==> config.mk <==
export PLATFORM = sky130hd
export DESIGN_NAME = irq_router
export DESIGN_NICKNAME = d
export VERILOG_FILES = /design/src/rtl/irq_router_pkg.sv /design/src/rtl/irq_router_ctl.sv /design/src/rtl/irq_router_dp.sv /design/src/rtl/irq_router.sv
export SDC_FILE = /design/constraint.sdc
export NUM_CORES = 1
export LEC_CHECK = 0
export ABC_CLOCK_PERIOD_IN_PS = 2700
export BUFFER_PORTS_ARGS = -buffer_cell sky130_fd_sc_hd__buf_4
export CORE_UTILIZATION = 60
export DETAILED_ROUTE_END_ITERATION = 8
export PLACE_DENSITY = 0.91
export SLEW_MARGIN = 10
export SYNTH_ARGS = -nofsm -noshare
export SYNTH_HDL_FRONTEND = slang
export SYNTH_SLANG_ARGS = --single-unit
==> constraint.sdc <==
create_clock -name clk -period 2.7 [get_ports clk]
set_input_delay 0.135 -clock clk [delete_from_list [all_inputs] [get_ports clk]]
set_output_delay 0.135 -clock clk [all_outputs]
set_load 0.02 [all_outputs]
==> src/rtl/irq_router_pkg.sv <==
package irq_router_pkg;
  localparam int MAX_CPUS = 4;
  localparam int DATA_W   = 64;

  typedef enum logic [1:0] {RD_ZERO, RD_MASK, RD_ROUTED, RD_RAW} rdKind_e;

  // strobes from the decoder to the datapath
  typedef struct packed {
    logic        maskWe;
    logic [1:0]  cpuSel;
    logic        rdEn;
    rdKind_e     rdKind;
    logic        accErr;
  } ctlStrobe_t;
endpackage

==> src/rtl/irq_router_ctl.sv <==
module irq_router_ctl
  import irq_router_pkg::*;
#(
  parameter int NCPU   = 4,
  parameter int ADDR_W = 10
) (
  input  logic              clk,
  input  logic              rstN,
  input  logic              csrValid,
  input  logic              csrWrite,
  input  logic [ADDR_W-1:0] csrAddr,
  input  logic [3:0]        csrSize,
  output ctlStrobe_t        strb,
  output logic              csrErr
);
  localparam int IDX_W = ADDR_W - 6;

  logic [IDX_W-1:0] idx;
  int               idxI;

  assign idx  = csrAddr[ADDR_W-1:6];
  assign idxI = int'(idx);

  always_comb begin
    strb        = '0;
    strb.rdKind = RD_ZERO;
    if (csrValid) begin
      strb.rdEn   = !csrWrite;
      strb.cpuSel = idx[1:0];
      if (csrSize != 4'd8) begin
        strb.accErr = 1'b1;
      end else if (idxI < MAX_CPUS && idxI < NCPU) begin
        if (csrWrite) strb.maskWe = 1'b1;
        else          strb.rdKind = RD_MASK;
      end else if (idxI >= MAX_CPUS && idxI < 2*MAX_CPUS && (idxI - MAX_CPUS) < NCPU) begin
        if (csrWrite) strb.accErr = 1'b1;
        else          strb.rdKind = RD_ROUTED;
      end else if (idxI == 2*MAX_CPUS) begin
        if (csrWrite) strb.accErr = 1'b1;
        else          strb.rdKind = RD_RAW;
      end else begin
        strb.accErr = 1'b1;
      end
    end
  end

  always_ff @(posedge clk or negedge rstN) begin
    if (!rstN)            csrErr <= 1'b0;
    else if (strb.accErr) csrErr <= 1'b1;
  end
endmodule

==> src/rtl/irq_router_dp.sv <==
module irq_router_dp
  import irq_router_pkg::*;
#(
  parameter int NCPU   = 4,
  parameter int NLINES = 64
) (
  input  logic              clk,
  input  logic              rstN,
  input  ctlStrobe_t        strb,
  input  logic [DATA_W-1:0] csrWdata,
  input  logic [NLINES-1:0] devReq,
  output logic [DATA_W-1:0] csrRdata,
  output logic [NCPU-1:0]   cpuIrq
);
  logic [NLINES-1:0] rawQ;
  logic [NLINES-1:0] maskQ   [NCPU];
  logic [NLINES-1:0] routedV [NCPU];
  logic [DATA_W-1:0] rdNext;

  always_ff @(posedge clk or negedge rstN) begin
    if (!rstN) rawQ <= '0;
    else       rawQ <= devReq;
  end

  for (genvar n = 0; n < NCPU; n++) begin : g_cpu
    always_ff @(posedge clk or negedge rstN) begin
      if (!rstN)
        maskQ[n] <= '0;
      else if (strb.maskWe && strb.cpuSel == 2'(n))
        maskQ[n] <= csrWdata[NLINES-1:0];
    end

    assign routedV[n] = maskQ[n] & rawQ;

    always_ff @(posedge clk or negedge rstN) begin
      if (!rstN) cpuIrq[n] <= 1'b0;
      else       cpuIrq[n] <= |routedV[n];
    end
  end

  always_comb begin
    rdNext = '0;
    unique case (strb.rdKind)
      RD_MASK:   rdNext = DATA_W'(maskQ[strb.cpuSel]);
      RD_ROUTED: rdNext = DATA_W'(routedV[strb.cpuSel]);
      RD_RAW:    rdNext = DATA_W'(rawQ);
      default:   rdNext = '0;
    endcase
  end

  always_ff @(posedge clk or negedge rstN) begin
    if (!rstN)          csrRdata <= '0;
    else if (strb.rdEn) csrRdata <= rdNext;
  end
endmodule

==> src/rtl/irq_router.sv <==
module irq_router
  import irq_router_pkg::*;
#(
  parameter int NCPU   = 4,
  parameter int NLINES = 64,
  parameter int ADDR_W = 10
) (
  input  logic              clk,
  input  logic              rstN,
  input  logic [NLINES-1:0] devReq,
  input  logic              csrValid,
  input  logic              csrWrite,
  input  logic [ADDR_W-1:0] csrAddr,
  input  logic [3:0]        csrSize,
  input  logic [63:0]       csrWdata,
  output logic [63:0]       csrRdata,
  output logic              csrErr,
  output logic [NCPU-1:0]   cpuIrq
);
  ctlStrobe_t strb;

  irq_router_ctl #(.NCPU(NCPU), .ADDR_W(ADDR_W)) ctl_i (
    .clk(clk), .rstN(rstN), .csrValid(csrValid), .csrWrite(csrWrite),
    .csrAddr(csrAddr), .csrSize(csrSize), .strb(strb), .csrErr(csrErr)
  );

  irq_router_dp #(.NCPU(NCPU), .NLINES(NLINES)) dp_i (
    .clk(clk), .rstN(rstN), .strb(strb), .csrWdata(csrWdata),
    .devReq(devReq), .csrRdata(csrRdata), .cpuIrq(cpuIrq)
  );
endmodule

==> summary.md <==
| Metric | Value |
|---|---|
| Fmax | `0.440 GHz` |
| Share of layout cells above drive strength 1 | `0.208` |
| CP Cell Sequence | `a22o_1, a221oi_1, nand4_1, or4_1` |
| FF+latch area | `9730 um^2` |
| Worst path arrival time | `2.67 ns` |
| Maximum vdd drop | `0.493 mV` |
| Fin crit share | `0.842` |
| Synthesized cell area | `17000 um^2` |
| Reg2reg setup slack | `0.43 ns` |
| Clk Latency, worst-skew pair | `0.54 ns` |
| Seq cells post-synth | `389` |
| Synth Area in Simple Gates | `0.0272` |
| Delay-heaviest family, CP | `simple AND/OR/NAND/NOR gates` |
| Largest family of logic cells by synthesized area | `compound AO/OA/AOI/OAI gates` |
| Final WL | `69000 um` |
| Pin count of the biggest net entering global routing | `94` |
| CP required | `3.10 ns` |
| Yosys warning total | `0` |
| Design Area, Final | `21700 um^2` |
| Syn Inst Count | `1249` |
| Die Width | `171 um` |
| Vias | `15200` |
| Routed Antenna Nets | `0` |
| Detailed Place HPWL | `43200 um` |
| Port Buffers | `208` |
| # setup viols final | `0` |
| Minimum clock period | `2.27 ns` |
| Number of global-route vias before repair | `15300` |
| Syn avg cell area | `13.6 um^2` |
| # rows | `61` |
| RSZ-0062 raised after global routing | `false` |
| DP Area | `19100 um^2` |
| HP Class | `in -> reg` |
| Final Wtd Congestion | `1.07` |
| Synth area leader | `dfrtp_1` |
| Die area | `29100 um^2` |
| Final Max Tran Viols | `0` |
| Commonest cells after routing, fill and taps aside | `389 x dfrtp_1, 240 x mux2_1, 233 x buf_4` |
| XOR/XNOR Fraction of Synth Area | `0` |
| Starting Density | `0.611` |
| WP buf/inv | `0` |
| CTS Sinks | `389` |
| Mux contribution to synthesized area | `0.169` |
| Max cap viols | `0` |
| Sequential-to-total area share from yosys stat | `0.571` |
| CTS tree | `done` |
| Critical Path Sink Type | `flip-flop` |
| Slew margin rel. | `0.493` |
| Multi-input gate area | `6900 um^2` |
| Synth Area in Adders | `0` |
| Final hold viol count | `0` |
| Final clock skew | `0.0142 ns` |
| Slowest cell on crit path | `dfrtp_1` |
| Post-synthesis compound-gate area fraction | `0.206` |
| Max Root-Sink Buffers | `3` |
| Crit Path Category | `reg -> reg` |
| Root Buffer | `clkbuf_16` |
| Clk slew on worst S/H paths | `0.06 ns` |
| Core area | `27900 um^2` |
| Pwr dens | `597 nW/um^2` |
| Outcome | `complete, no violations` |
| Post-CTS sizing | `0` |
| DRC viols | `0` |
| Tightest Pin Transition | `0.761 ns` |
| Crit-path max FO | `6` |
| Area Overhead vs Synth | `27.3%` |
| Setup TNS | `0 ns` |
| I/O pin count | `215` |
| Synth Net Count | `1395` |
| Total gr overflow | `0` |
| Leakage | `10.2 nW` |
| Nets | `1719` |
| Fill cells | `1552` |
| Post-synthesis cell type count | `32` |
| Top cells by area, synth | `dfrtp_1 57%, mux2_1 16%, a22oi_1 7.7%` |
| Post-synth top area share | `0.571` |
| Vert. Die Dim | `171 um` |
| CTS Buf Count | `41` |
| DR iter-0 viols | `2317` |
| Drt wl/cell | `34.8 um` |
| Crit-path max cell delay | `0.60 ns` |
| H-tree depth | `2` |
| Vias per cell | `7.69` |
| Initial DRT Pass Iterations | `8` |
| First-pass GRT wire length | `101000 um` |
| Antenna violations before repair | `9` |
| GRT Util Overall | `0.487` |
| Most common cell after layout, fill and taps aside | `dfrtp_1` |
| Worst setup SP type | `flip-flop` |
cell usage after synthesis:
cell type and number:
a22o_1 64, o2111ai_1 46, buf_2 32, buf_6 6
nand3_1 3, mux2_1 240, dfrtp_1 389, nand2_4 4
o21ai_1 18, o211ai_1 1, a22oi_1 174, nand2_1 18
a2111oi_0 1, nor2b_1 3, a221o_1 47, and3b_1 2
nor4b_4 1, nand4_1 16, nor4b_1 1, mux2_2 16
inv_1 1, clkbuf_1 52, a221oi_1 64, a21o_1 1
nand2b_1 1, and4_1 1, buf_1 4, and3_1 19
or4_1 4, o31ai_1 1, o21ai_0 18, nor2_1 1
per-stage QoR:
step | power (mW) | instances | util | setup slack (ns) | hold slack [ns]
6_report | 13.0 | 1982 | 0.778 | 0.427 | 0.0827
5_1_grt | 13.2 | 1978 | 0.778 | 0.446 | 0.0991
4_1_cts | 12.8 | 1977 | 0.778 | 0.556 | 0.0416
3_5_place_dp | 7.25 | 1778 | 0.685 | 0.541 | 0.119
3_3_place_gp | 7.23 | 1778 | 0.685 | 0.585 | 0.116
2_1_floorplan | 6.57 | 1249 | - | 1.02 | -0.161
worst paths after layout:
check | startpoint | end | cells after the start
max | dp_i.rawQ[52]$_DFF_PN0_ | dp_i.cpuIrq[3]$_DFF_PN0_ | 4
min | csrWrite | ctl_i.csrErr$_DFFE_PN0P_ | 4
max reg2reg | dp_i.rawQ[52]$_DFF_PN0_ | dp_i.cpuIrq[3]$_DFF_PN0_ | 4
min reg2reg | dp_i.csrRdata[39]$_DFFE_PN0P_ | dp_i.csrRdata[39]$_DFFE_PN0P_ | 2
max in group asynchronous | rstN | dp_i.rawQ[5]$_DFF_PN0_ | 3
min in group asynchronous | rstN | dp_i.csrRdata[33]$_DFFE_PN0P_ | 2
power breakdown:
| group | total [mW] | internal, mW | switching, mW |
|---|---|---|---|
| logic | 1.10 | 0.490 | 0.607 |
| clock network | 5.54 | 3.20 | 2.35 |
| registers | 6.31 | 6.00 | 0.309 |
per-layer routing:
| metal | wire, um | GRT usage | vias to the layer above |
|---|---|---|---|
| met5 | 41 | 0 | - |
| met4 | 5460 | 0.305 | 6 |
| met3 | 9690 | 0.173 | 447 |
| met2 | 30800 | 0.736 | 1533 |
| met1 | 23000 | 0.597 | 7528 |
| li1 | - | - | 5726 |
cells by family (layout without fill, tap and decap cells):
group / count (synthesis) / after routing
flip-flops: 389 / 389
other: 0 / 5
AND/OR/NAND/NOR: 74 / 74
buffers and inverters: 95 / 445
AO/OA/AOI/OAI: 435 / 435
multiplexers: 256 / 256
cell type report:
cell class / count / area share
sequential: 389 / 0.449
multi-input combinational: 765 / 0.318
timing repair buffer: 375 / 0.152
clock buffer: 59 / 0.0541
tap: 378 / 0.0218
clock inverter: 10 / 0.00479
antenna: 5 / 0.000577
inverter: 1 / 0.000173
what timing repair did:
action | CTS | global route
hold buffers | 130 | 0
endpoints found under the hold margin | 378 | 0
setup buffers | 0 | 0
state kept, by name (all words and copies together), names as in the netlist:
| name | cells |
|---|---|
| dp_i.maskQ | 256 |
| dp_i.cpuIrq | 4 |
| ctl_i.csrErr | 1 |
| dp_i.csrRdata | 64 |
| dp_i.rawQ | 64 |
worst min-delay path, delay by kind of cell:
kind | cells | cell delay (ns)
AOI/OAI and AO/OA | 2 | 0.23
and+or+nand+nor | 1 | 0.10
buffers and inverters | 1 | 0.11
No activity file was read; power rests on OpenSTA's default activity.
